`config.mk`:
```
export PLATFORM = sky130hd
export DESIGN_NAME = tcw_target_wrapper
export DESIGN_NICKNAME = d
export VERILOG_FILES = /design/src/rtl/tcw_pkg.sv /design/src/rtl/tcw_flag_and.sv /design/src/rtl/tcw_seq_fsm.sv /design/src/rtl/tcw_cycle_counter.sv /design/src/rtl/tcw_target_wrapper.sv
export SDC_FILE = /design/constraint.sdc
export NUM_CORES = 1
export LEC_CHECK = 0
export ABC_AREA = 1
export BUFFER_PORTS_ARGS = -buffer_cell sky130_fd_sc_hd__buf_4
export CAP_MARGIN = 20
export CORE_MARGIN = 2
export CORE_UTILIZATION = 45
export DETAILED_ROUTE_END_ITERATION = 10
export GPL_ROUTABILITY_DRIVEN = 0
export PLACE_DENSITY = 0.71
export SLEW_MARGIN = 10
export SYNTH_ARGS = -nofsm -noshare
export SYNTH_HDL_FRONTEND = slang
export SYNTH_SLANG_ARGS = --single-unit
export TNS_END_PERCENT = 30
```
`constraint.sdc`:
```
create_clock -name clk -period 2.9 [get_ports clk]
set_clock_uncertainty 0.2 [all_clocks]
set_input_delay 0.58 -clock clk [delete_from_list [all_inputs] [get_ports clk]]
set_output_delay 0.58 -clock clk [all_outputs]
set_load 0.005 [all_outputs]
```
`src/rtl/tcw_pkg.sv`:
```
package tcw_pkg;

    typedef enum logic {
        PH_IDLE = 1'b0,
        PH_RUN  = 1'b1
    } phase_e;

    typedef struct packed {
        phase_e phase;
    } seq_state_t;

endpackage

```
`src/rtl/tcw_flag_and.sv`:
```
module tcw_flag_and #(
    parameter int W = 4
) (
    input  logic [W-1:0] flags,
    output logic         all_set
);
    logic [W:0] chain;

    assign chain[0] = 1'b1;

    generate
        for (genvar i = 0; i < W; i++) begin : g_chain
            assign chain[i+1] = chain[i] & flags[i];
        end
    endgenerate

    assign all_set = chain[W];
endmodule

```
`src/rtl/tcw_seq_fsm.sv`:
```
module tcw_seq_fsm
    import tcw_pkg::*;
(
    input  logic clk,
    input  logic rst_n,
    input  logic inputs_ok,
    input  logic outputs_ok,
    input  logic unit_done,
    output logic unit_start,
    output logic complete,
    output logic busy
);
    seq_state_t st_d, st_q;
    logic       start_d;
    logic       complete_d;

    always_comb begin
        st_d       = st_q;
        start_d    = 1'b0;
        complete_d = 1'b0;
        case (st_q.phase)
            PH_IDLE: begin
                if (inputs_ok && outputs_ok) begin
                    start_d = 1'b1;
                    if (unit_done) begin
                        complete_d = 1'b1;
                    end else begin
                        st_d.phase = PH_RUN;
                    end
                end
            end
            PH_RUN: begin
                if (unit_done) begin
                    complete_d = 1'b1;
                    st_d.phase = PH_IDLE;
                end
            end
            default: st_d.phase = PH_IDLE;
        endcase
    end

    always_ff @(posedge clk) begin
        if (!rst_n) begin
            st_q.phase <= PH_IDLE;
        end else begin
            st_q <= st_d;
        end
    end

    assign unit_start = start_d;
    assign complete   = complete_d;
    assign busy       = (st_q.phase == PH_RUN);
endmodule

```
`src/rtl/tcw_cycle_counter.sv`:
```
module tcw_cycle_counter #(
    parameter int W = 32
) (
    input  logic         clk,
    input  logic         rst_n,
    input  logic         inc,
    output logic [W-1:0] count
);
    logic [W-1:0] count_d, count_q;

    always_comb begin
        count_d = count_q;
        if (inc) begin
            count_d = count_q + {{(W-1){1'b0}}, 1'b1};
        end
    end

    always_ff @(posedge clk) begin
        if (!rst_n) begin
            count_q <= '0;
        end else begin
            count_q <= count_d;
        end
    end

    assign count = count_q;
endmodule

```
`src/rtl/tcw_target_wrapper.sv`:
```
module tcw_target_wrapper #(
    parameter int N_IN  = 3,
    parameter int N_OUT = 2,
    parameter int CNT_W = 32
) (
    input  logic             clk,
    input  logic             rst_n,
    input  logic [N_IN-1:0]  in_ready,
    input  logic [N_OUT-1:0] out_space,
    input  logic             unit_done,
    output logic             unit_start,
    output logic [N_IN-1:0]  in_deq,
    output logic [N_OUT-1:0] out_enq,
    output logic [CNT_W-1:0] tcycle_count
);
    logic inputs_ok;
    logic outputs_ok;
    logic complete;
    logic busy;

    tcw_flag_and #(.W(N_IN)) u_in_and (
        .flags   (in_ready),
        .all_set (inputs_ok)
    );

    tcw_flag_and #(.W(N_OUT)) u_out_and (
        .flags   (out_space),
        .all_set (outputs_ok)
    );

    tcw_seq_fsm u_fsm (
        .clk        (clk),
        .rst_n      (rst_n),
        .inputs_ok  (inputs_ok),
        .outputs_ok (outputs_ok),
        .unit_done  (unit_done),
        .unit_start (unit_start),
        .complete   (complete),
        .busy       (busy)
    );

    tcw_cycle_counter #(.W(CNT_W)) u_cnt (
        .clk   (clk),
        .rst_n (rst_n),
        .inc   (complete),
        .count (tcycle_count)
    );

    assign in_deq  = {N_IN{complete}};
    assign out_enq = {N_OUT{complete}};
endmodule

```
==> impl_results.md, run 1 <==
- DP Cell Count: about 380
- Die Y: 69.1 um
- Share of cells above drive strength 1: 0.213
- DRT iter0 DRCs: 95
- Seq/Total Area, Yosys: 0.346
- Gr ovfl total: 0
- Reg2Reg Depth: 8
- Num CTS Buffers: 5
- Via-to-Cell Ratio: 5.00
- CTS Buffer Depth: 2
- Worst Setup Start Kind: input pin
- Critical-path top delay cell: inv_2
- Ys Warns: 0
- Worst-Skew Late Latency: 0.28 ns
- Cell variety after synth: 23
- Die extent in x: 69.1 um
- CP bufs+invs: 3
- Cts repair resizes: 0
- Setup Fix Bufs, Post-CTS: 0
- Synth Cell Area: 1910 um^2
- Worst Setup SP: out_space[0]
- Ranking of synthesized cells by area: dfxtp_1, nand2_1, nor2_1
- Worst path most repeated cell: buf_4
- CP Class: in2out
- TritonCTS clock tree: done
- Crit Reg-Reg Startpoint: u_cnt.count[1]
- Layout Nets: approximately 350
- CTS root buffer: clkbuf_8
- Drt pass-1 iters: 4
- Slew Limit Fails: 0
- Area Growth Syn to Fin: 21.1%
- WHS: 0.260 ns
- Total power: 0.803 mW
- Clk slew on worst S/H paths: roughly 0.060 ns
- Top-area cell type share of the netlist area: 0.346
- Reg2Reg Setup Slack: around 1.1 ns
- Mapped Cells: 297
- R2r endpoint: u_cnt.count[30]
- DRC Markers: 0
- Top Ports: 46
- Drt total wl: approximately 4500 um
- Global-route wire length before repair: 7820 um
- Worst hold start: unit_done
- Hold endpoint: u_fsm.busy
- Total number of vias: 1940
- Delay-heaviest family, CP: buffers and inverters
- Post-DRT Antenna Nets: 0
- Critical Path AT: 1.40 ns
- Finish-stage setup viols: 0
- Final cell count without fillers: 388
- Cells along the critical path: buf_4 -> nand3_1 -> o21bai_2 -> nand2_2 -> inv_2 -> buf_4
- Die area: between 4000 and 5000 um^2
- Status: finished, final reports clean
- Worst VDD drop: 0.000190 V
- WL per Instance: 11.6 um
- Tightest Pin Transition: 0.305 ns
- Commonest non-fill, non-tap cell in the layout: nand2_1
- CP Max Fanout: 18
- CP endpoint kind: primary output
- Setup TNS: 0 ns
- Worst path max stage delay: 0.23 ns
- Leakage power: about 0.97 nW
- Final period utilization: 0.751
- Most frequent cells in the layout: nand2_1, nor2_1, buf_4
- WP data required: 2.12 ns
- Syn_nets: 306
- Clock Sinks: 33
- MaxCap Viol Count: 0
- IO buf count: 45
- Register bit count reported by yosys: 33
- Diode count: 0
- Initial Util: 0.473
- Power Dens Cells: ~350 nW/um^2
- Initial antenna violation count: 0
- Unrepaired setup endpoints after global routing: no
- HPWL after DPL: about 3300 um
- GRT Total Usage: 0.198
- Crit path time final: approximately 2.2 ns
- CTS H-tree depth: 2
- Hold path cells: 2
- CTS Hold Bufs: 0
- Site Rows: 23
- Slew headroom: 0.797
- Mean Syn Cell Area: roughly 6.4 um^2
- Final Util: 0.573
- Max Clock Freq: 459 MHz
- Core area: about 4000 um^2
- Synth area leader: dfxtp_1
- HP Class: in2reg
- Largest net degree at the start of global routing: 29
- Vias in the first global route: 1761
- Hold Vio Cnt, Final: 0
[worst register-to-register path: stages (launching register included)]
cell and delay, ns:
dfxtp_1 0.38, ha_1 0.23, nand3_2 0.11, nor2_4 0.15, nand3_1 0.13, nor2_4 0.28
nand3_1 0.11, nand2_1 0.07, nor2_1 0.04
[cells by family (layout without fill, tap and decap cells)]
logic type | after synthesis | in the layout | synth area share
simple gates | 195 | 195 | 0.470
buf+inv | 45 | 86 | 0.109
fa+ha+maj | 1 | 1 | 0.00656
xor+xnor | 2 | 2 | 0.00919
compound gates | 21 | 21 | 0.0584
flops | 33 | 33 | 0.346
[cells in the mapped netlist, drive strengths merged]
library cell  count
a21oi            13
buf               9
clkbuf            2
dfxtp            33
ha                1
inv              34
nand2            77
nand3            35
nand3b            1
nand4             4
nor2             65
nor3              8
nor3b             5
o21ai             7
o21bai            1
xor2              2
[cell type report]
cell class	count	area (um^2)
repair buffers	46	345
flip-flops and latches	33	661
fillers	395	1720
well taps	50	62.6
multi-input cells	219	1040
inverters	34	128
clock buffers	5	68.8
clock inverters	1	5.00
[registers in the layout (all words and copies together), names as in the netlist]
| name | cells |
|---|---|
| u_cnt.count | 32 |
| u_fsm.busy | 1 |
[where the power goes]
part           internal, mW  leakage [nW]  switching [mW]
registers             0.454         0.266        0.000573
clock network         0.158        0.0399           0.161
logic                0.0130         0.663          0.0174
[worst max-delay path by stage]
stage,endpoint,slack [ns],cells past startpoint
after detailed placement,out_enq[0],0.72,6
after global placement,out_enq[1],0.75,6
after CTS,out_enq[0],0.71,6
final,out_enq[0],0.72,6
after floorplan,in_deq[0],0.78,6
after global routing,in_deq[2],0.63,6
[metrics by stage]
step           area (um^2)  worst slack (ns)
2_1_floorplan         1910             0.785
3_3_place_gp          2230             0.753
3_5_place_dp          2230             0.717
4_1_cts               2310             0.714
5_1_grt               2310             0.632
6_report              2310             0.722
[routing by layer]
layer / part of all wire / track usage / wire length [um]
met5: 0 / 0 / 0
met3: 0.054 / 0.0468 / 244
met2: 0.48 / 0.351 / 2180
met1: 0.45 / 0.237 / 2050
met4: 0.011 / 0.0523 / 48
Power figures use the tool's default switching activity.
==> run 2: changes to the inputs <==
--- a/config.mk
+++ b/config.mk
@@ -5,14 +5,14 @@
 export SDC_FILE = /design/constraint.sdc
 export NUM_CORES = 1
 export LEC_CHECK = 0
-export ABC_AREA = 1
+export ABC_AREA = 0
 export BUFFER_PORTS_ARGS = -buffer_cell sky130_fd_sc_hd__buf_4
 export CAP_MARGIN = 20
 export CORE_MARGIN = 2
 export CORE_UTILIZATION = 45
 export DETAILED_ROUTE_END_ITERATION = 10
 export GPL_ROUTABILITY_DRIVEN = 0
-export PLACE_DENSITY = 0.71
+export PLACE_DENSITY = 0.74
 export SLEW_MARGIN = 10
 export SYNTH_ARGS = -nofsm -noshare
 export SYNTH_HDL_FRONTEND = slang
==> constraint.sdc (replaced) <==
create_clock -name clk -period 1.75 [get_ports clk]
set_clock_uncertainty 0.2 [all_clocks]
set_input_delay 0.35 -clock clk [delete_from_list [all_inputs] [get_ports clk]]
set_output_delay 0.35 -clock clk [all_outputs]
set_load 0.005 [all_outputs]
==> run 2 against run 1 <==
  * The run now ends with negative setup slack left
  * First-iteration DRC count shrank 25%
  * Die area shrank 6.1%
  * Non-clock buffer count grew 33
  * Global-route usage shrank 0.57 points
  * Cell count shrank 20%
  * Synthesized cell count shrank 37%
  * Register-to-register slack lost 1.1 ns
  * Combinational power grew 92%
  * Critical endpoint is now u_cnt.count[10]
  * Largest power group unchanged
==> impl_results.md, run 2 <==
- Leakage power: 1.38 nW (+42%)
- Die area: 4480 um^2 (-6.1%)
- Num CTS Buffers: 5 (unchanged)
- WP data required: 1.72 ns (-0.40 ns)
- Area Growth Syn to Fin: 42.5%
- DRT iter0 DRCs: 71 (-25%)
- Commonest non-fill, non-tap cell in the layout: buf_4
- Cell variety after synth: 34 (+48%)
- CTS H-tree depth: 2 (unchanged)
- Die Y: 66.9 um (-3.1%)
- Layout Nets: 269 (-23%)
- Power Dens Cells: 538 nW/um^2 (+55%)
- CTS Buffer Depth: 2 (unchanged)
- Ys Warns: 0 (unchanged)
- CP Class: reg2reg
- Die extent in x: 66.9 um (-3.1%)
- CTS root buffer: clkbuf_8
- Status: finished, violations left
- Critical-path top delay cell: dfxtp_2
- Async SR Flop Fraction: 0 (unchanged)
- Worst-Skew Late Latency: 0.29 ns (about the same)
- Final period utilization: 1.02
- Critical Path AT: 1.76 ns (+0.36 ns)
- Synth cell count leaders: dfxtp_1, and2_1, xor2_1
- Final cell count without fillers: 309 (-20%)
- Via-to-Cell Ratio: 5.03 (+0.58%)
- Max FFs per register: 32 (unchanged)
- Mapped Cells: 188 (-37%)
- Finish-stage setup viols: 3 (+3)
- Total number of vias: 1554 (-20%)
- TritonCTS clock tree: done
- Total power: 1.37 mW (+70%)
- CP Max Fanout: 8 (-10)
- Largest net degree at the start of global routing: 46 (+59%)
- HP Class: in2reg
- Crit path time final: ~1.8 ns
- Worst setup margin: -0.0355 ns (-0.757 ns)
- Worst Setup Start Kind: register
- WHS: 0.188 ns (-0.0725 ns)
- IO buf count: 45 (unchanged)
- Share of cells above drive strength 1: 0.421 (+0.208)
- Global-route wire length before repair: 6440 um (-18%)
- DP Cell Count: 299 (-22%)
- Gr ovfl total: 0 (unchanged)
- Synth area leader: dfxtp_1
- Synth Cell Area: 1780 um^2 (-6.5%)
- Initial Util: 0.476 (+0.00298)
- Top Ports: 46 (unchanged)
- Synth Flop Type: dfxtp_1
- Worst VDD drop: 0.000356 V (+87%)
- CP endpoint kind: register
- HPWL after DPL: 2710 um (-17%)
- Worst path max stage delay: 0.35 ns (+0.12 ns)
- Register bit count reported by yosys: 33 (unchanged)
- Drt pass-1 iters: 4 (unchanged)
- Unrepaired setup endpoints after global routing: yes
- Vias in the first global route: 1460 (-17%)
- Mean Syn Cell Area: 9.48 um^2 (+48%)
- Hold Vio Cnt, Final: 0 (unchanged)
- Diode count: 0 (unchanged)
- Drt total wl: 3890 um (-14%)
- Slew headroom: 0.743 (-0.0539)
- Slew Limit Fails: 0 (unchanged)
- Clock Sinks: 33 (unchanged)
- Cells along the critical path: ha_1 -> nand3_1 -> or2_4 -> nor3b_1 -> xor2_1 -> and2_1
- Initial antenna violation count: 0 (unchanged)
- MaxCap Viol Count: 0 (unchanged)
- Most frequent cells in the layout: buf_4, dfxtp_1, and2_1
- Count leader, synth: dfxtp_1
- Top-area cell type share of the netlist area: 0.371 (+0.0241)
- Failing checks: negative setup slack
- Syn_nets: 197 (-36%)
- Ranking of synthesized cells by area: dfxtp_1, xor2_1, mux2i_1
- Clk slew on worst S/H paths: 0.07 ns (about the same)
- Tightest Pin Transition: 0.386 ns (+0.0809 ns)
- DRC Markers: 0 (unchanged)
- Max Clock Freq: 560 MHz
- Dpl cell area: 2330 um^2 (+4.2%)
- Number of synthesized flops with an enable pin: 0 (unchanged)
- Non-Filler Cell Area, Final: 2540 um^2 (+10%)
- Core area: 3740 um^2 (-7.1%)
- Seq/Total Area, Yosys: 0.371 (+0.0241)
- CTS Hold Bufs: 0 (unchanged)
- GRT Total Usage: 0.192 (-0.00568)
- Post-DRT Antenna Nets: 0 (unchanged)
- Site Rows: 22 (-4.3%)
- WL per Instance: 12.6 um (+8.1%)
==> run 2: cell types whose count changed in the layout (fill, tap and decap cells not counted), sizes merged, moves of 6 or more <==
cell | before | now
inv | 34 | 0
nand2b | 0 | 12
mux2i | 0 | 13
nand2 | 77 | 16
buf | 46 | 79
a21oi | 13 | 0
o21ai | 7 | 1
and3 | 0 | 8
xor2 | 2 | 17
and2 | 0 | 20
nand3 | 35 | 13
nor2 | 65 | 3
==> run 2: final timing paths <==
check	start	cells after the start	end	slack [ns]
worst max register to register	u_cnt.count[1]	6	u_cnt.count[10]	-0.04
worst max-delay path	u_cnt.count[1]	6	u_cnt.count[10]	-0.04
worst min register to register	u_cnt.count[31]	2	u_cnt.count[31]	0.28
worst min-delay path	unit_done	3	u_fsm.busy	0.19
==> run 2: logic make-up after synthesis <==
family | Yosys count | share of synthesized area
simple gates | 106 | 0.394
flops | 33 | 0.371
xor+xnor | 18 | 0.0884
buf+inv | 14 | 0.0533
mux | 13 | 0.0730
compound gates | 3 | 0.0140
fa+ha+maj | 1 | 0.00702
==> run 2: area by class of cell <==
class	instances	area (um^2)
sequential	33	664
timing repair buffer	79	608
fill	314	1200
clock buffer	6	72.6
clock inverter	2	10.0
tap	48	60.1
multi-input combinational	141	1120
==> run 2: through the flow <==
step | setup WS, ns | TNS (ns) | util
floorplan | -0.0581 | -0.186 | -
global placement | -0.111 | -1.97 | 0.622
detailed placement | -0.109 | -2.26 | 0.622
CTS | -0.0216 | -0.0412 | 0.648
global route | -0.0863 | -0.577 | 0.678
finish | -0.0355 | -0.0939 | 0.678
==> run 2: timing repair <==
item / 4_1_cts / 5_1_grt
gates resized for setup: 6 / 20
setup endpoints to repair: 25 / 23
setup buffers: 0 / 2
pin swaps: 1 / 13
==> run 2: layer usage <==
metal,global-route usage,share of wire,vias to the layer above
met3,0.0642,0.052,4
met2,0.313,0.49,30
met4,0.0689,0.013,0
met1,0.235,0.45,731
met5,0,0,-
li1,-,-,789
==> run 2: worst max-delay path, delay by kind of cell, from the launching register on <==
family                     cells  cell delay, ns
and+or+nand+nor                4            0.85
DFF                            1            0.35
adders and majority gates      1            0.17
xor gates and xnor gates       1            0.09
==> run 2: power breakdown <==
| group | internal [mW] | switching [mW] | leakage [nW] |
|---|---|---|---|
| Sequential | 0.751 | 0.000507 | 0.267 |
| Combinational | 0.0259 | 0.0326 | 1.07 |
| Clock | 0.275 | 0.281 | 0.0450 |
| Total | 1.05 | 0.314 | 1.38 |
==> run 3: changes to the inputs <==
==> constraint.sdc (replaced) <==
create_clock -name clk -period 1.75 [get_ports clk]
set_clock_uncertainty 0.2 [all_clocks]
set_input_delay 0.35 -clock clk [delete_from_list [all_inputs] [get_ports clk]]
set_output_delay 0.35 -clock clk [all_outputs]
set_load 0.1 [all_outputs]
==> run 3 against run 2 <==
  * The run still ends with negative setup slack left
  * Clock power shrank 5.2%
  * Global-route usage grew 2.6 points
  * Register-to-register slack is essentially flat
  * Sequential share of layout area rose by 2.1 points
  * Worst hold slack better by 0.0016 ns
  * Critical endpoint is now u_cnt.count[13]
  * Final area rose by 4.4%
  * Count of clock-buffer cells in the layout grew 1
  * Sequential cell count stayed put
  * Highest routed layer unchanged
  * Wire length rose by 12%
  * Setup slack got worse by 0.012 ns
  * Utilization grew 3.0 points
  * Fmax decreased by 0.66%
==> impl_results.md, run 3 (synthesized netlist as in run 2, its figures left out) <==
- Status: finished, violations left
- Failing checks: negative setup slack
- Dpl cell area: 2350 um^2 (+0.97%)
- Site Rows: 22 (unchanged)
- Layout Nets: 257 (-4.5%)
- CP Class: reg2reg
- Diode count: 0 (unchanged)
- Worst-Skew Late Latency: 0.28 ns (about the same)
- Unrepaired setup endpoints after global routing: yes
- Share of cells above drive strength 1: 0.514 (+0.0926)
- Tightest Pin Transition: 0.375 ns (-0.0109 ns)
- Leakage power: 1.36 nW (-1.0%)
- R2r endpoint: u_cnt.count[13]
- Area Growth Syn to Fin: 48.8%
- Top Ports: 46 (unchanged)
- Drt total wl: 4360 um (+12%)
- Gr ovfl total: 0 (unchanged)
- Non-Filler Cell Area, Final: 2650 um^2 (+4.4%)
- Final Util: 0.709 (+0.0301)
- Slew headroom: 0.750 (+0.00726)
- DP Cell Count: 282 (-5.7%)
- Reg2Reg Depth: 7 (+1)
- Final cell count without fillers: 297 (-3.9%)
- DRC Markers: 0 (unchanged)
- Commonest non-fill, non-tap cell in the layout: buf_4
- Global-route wire length before repair: 7380 um (+15%)
- Crit path time final: 1.80 ns (+0.0119 ns)
- Worst Setup Start Kind: register
- Initial antenna violation count: 0 (unchanged)
- Die area: 4480 um^2 (unchanged)
- Worst setup margin: -0.0474 ns (-0.0119 ns)
- CTS root buffer: clkbuf_8
- Via-to-Cell Ratio: 5.21 (+3.6%)
- Slew Limit Fails: 0 (unchanged)
- GRT Total Usage: 0.218 (+0.0258)
- Num CTS Buffers: 5 (unchanged)
- Clk slew on worst S/H paths: 0.07 ns (about the same)
- TritonCTS clock tree: done
- Reg2Reg Setup Slack: -0.05 ns (about the same)
- Worst VDD drop: 0.000318 V (-11%)
- DRT iter0 DRCs: 87 (+23%)
- Die Y: 66.9 um (unchanged)
- Clock Sinks: 33 (unchanged)
- WL per Instance: 14.7 um (+17%)
- Max FFs per register: 32 (unchanged)
- Total power: 1.34 mW (-2.0%)
- Max Clock Freq: 556 MHz (-0.66%)
- Critical Path AT: 1.81 ns (+0.05 ns)
- Vias in the first global route: 1587 (+8.7%)
- Total number of vias: 1547 (-0.45%)
- Drt pass-1 iters: 5 (+1)
- Die extent in x: 66.9 um (unchanged)
- CP endpoint kind: register
- CTS Buffer Depth: 2 (unchanged)
- Initial Util: 0.476 (unchanged)
- Hold Vio Cnt, Final: 0 (unchanged)
- Most frequent cells in the layout: buf_4, dfxtp_4, and2_1
- Finish-stage setup viols: 9 (+6)
- CP Max Fanout: 7 (-1)
- Largest net degree at the start of global routing: 46 (unchanged)
- HPWL after DPL: 2910 um (+7.4%)
- WP data required: 1.77 ns (+0.05 ns)
- Core area: 3740 um^2 (unchanged)
- Power Dens Cells: 505 nW/um^2 (-6.1%)
- IO buf count: 45 (unchanged)
- Setup TNS: -0.205 ns (-0.111 ns)
- Post-DRT Antenna Nets: 0 (unchanged)
- Hold endpoint: u_fsm.busy
- MaxCap Viol Count: 0 (unchanged)
- Final period utilization: 1.03 (+0.00678)
- HP Class: in2reg
- Hold path cells: 3 (unchanged)
- Worst hold start: unit_done
- CTS H-tree depth: 2 (unchanged)
- Crit Reg-Reg Startpoint: u_cnt.count[0]
-- run 3: cell types whose count changed in the layout (fill, tap and decap cells not counted), moves of 2 or more --
cell      before  now
buf_12         0    7
buf_4         75   56
clkinv_2       2    0
dfxtp_1       30    3
dfxtp_2        3   10
dfxtp_4        0   20
nor3_1         5    3
nor3_2         0    2
-- run 3: final cells by class --
cell class | count | area, um^2
flip-flops and latches | 33 | 748
fillers | 288 | 1090
well taps | 48 | 60.1
clock inverters | 1 | 3.75
repair buffers | 67 | 606
multi-input cells | 141 | 1160
clock buffers | 7 | 76.3
-- run 3: critical path, cell delays in order, from the launching register on --
cell     delay (ns)
dfxtp_4        0.35
buf_6          0.10
nand4_4        0.08
or2_1          0.25
buf_6          0.15
nor4b_4        0.28
xor2_1         0.19
and2_1         0.14
-- run 3: report_power, final --
group | total [mW] | switching (mW) | leakage (nW) | internal, mW
Combinational | 0.0917 | 0.0554 | 1.04 | 0.0363
Clock | 0.527 | 0.250 | 0.0399 | 0.276
Sequential | 0.721 | 0.000647 | 0.287 | 0.721
Total | 1.34 | 0.306 | 1.36 | 1.03
-- run 3: worst max path at each step --
stage                         startpoint               to  slack [ns]  cells past startpoint
final                     u_cnt.count[0]  u_cnt.count[13]       -0.05                      7
after global placement      out_space[0]   u_cnt.count[6]       -0.12                      7
after global routing      u_cnt.count[0]  u_cnt.count[13]       -0.15                      7
after floorplan           u_cnt.count[1]  u_cnt.count[14]       -0.19                      7
after CTS                 u_cnt.count[1]  u_cnt.count[13]       -0.05                      7
after detailed placement    out_space[0]   u_cnt.count[6]       -0.17                      7
-- run 3: repair_timing --
action                                  4_1_cts  5_1_grt
resized for setup                            22       16
pin swaps                                     6       14
hold buffers                                  0        0
endpoints found under the setup margin       28       27
buffers inserted                              2        5
-- run 3: metrics by stage --
step	setup WS (ns)	hold slack, ns
CTS	-0.0525	0.156
global placement	-0.122	0.257
global route	-0.154	0.190
floorplan	-0.193	0.226
detailed placement	-0.175	0.274
finish	-0.0474	0.189
-- run 3: per-layer routing --
| layer | vias to the layer above | wire length (um) | global-route usage |
|---|---|---|---|
| li1 | 758 | - | - |
| met4 | 0 | 37 | 0.0740 |
| met3 | 4 | 156 | 0.0524 |
| met2 | 37 | 2250 | 0.374 |
| met5 | - | 0 | 0 |
| met1 | 748 | 1910 | 0.264 |
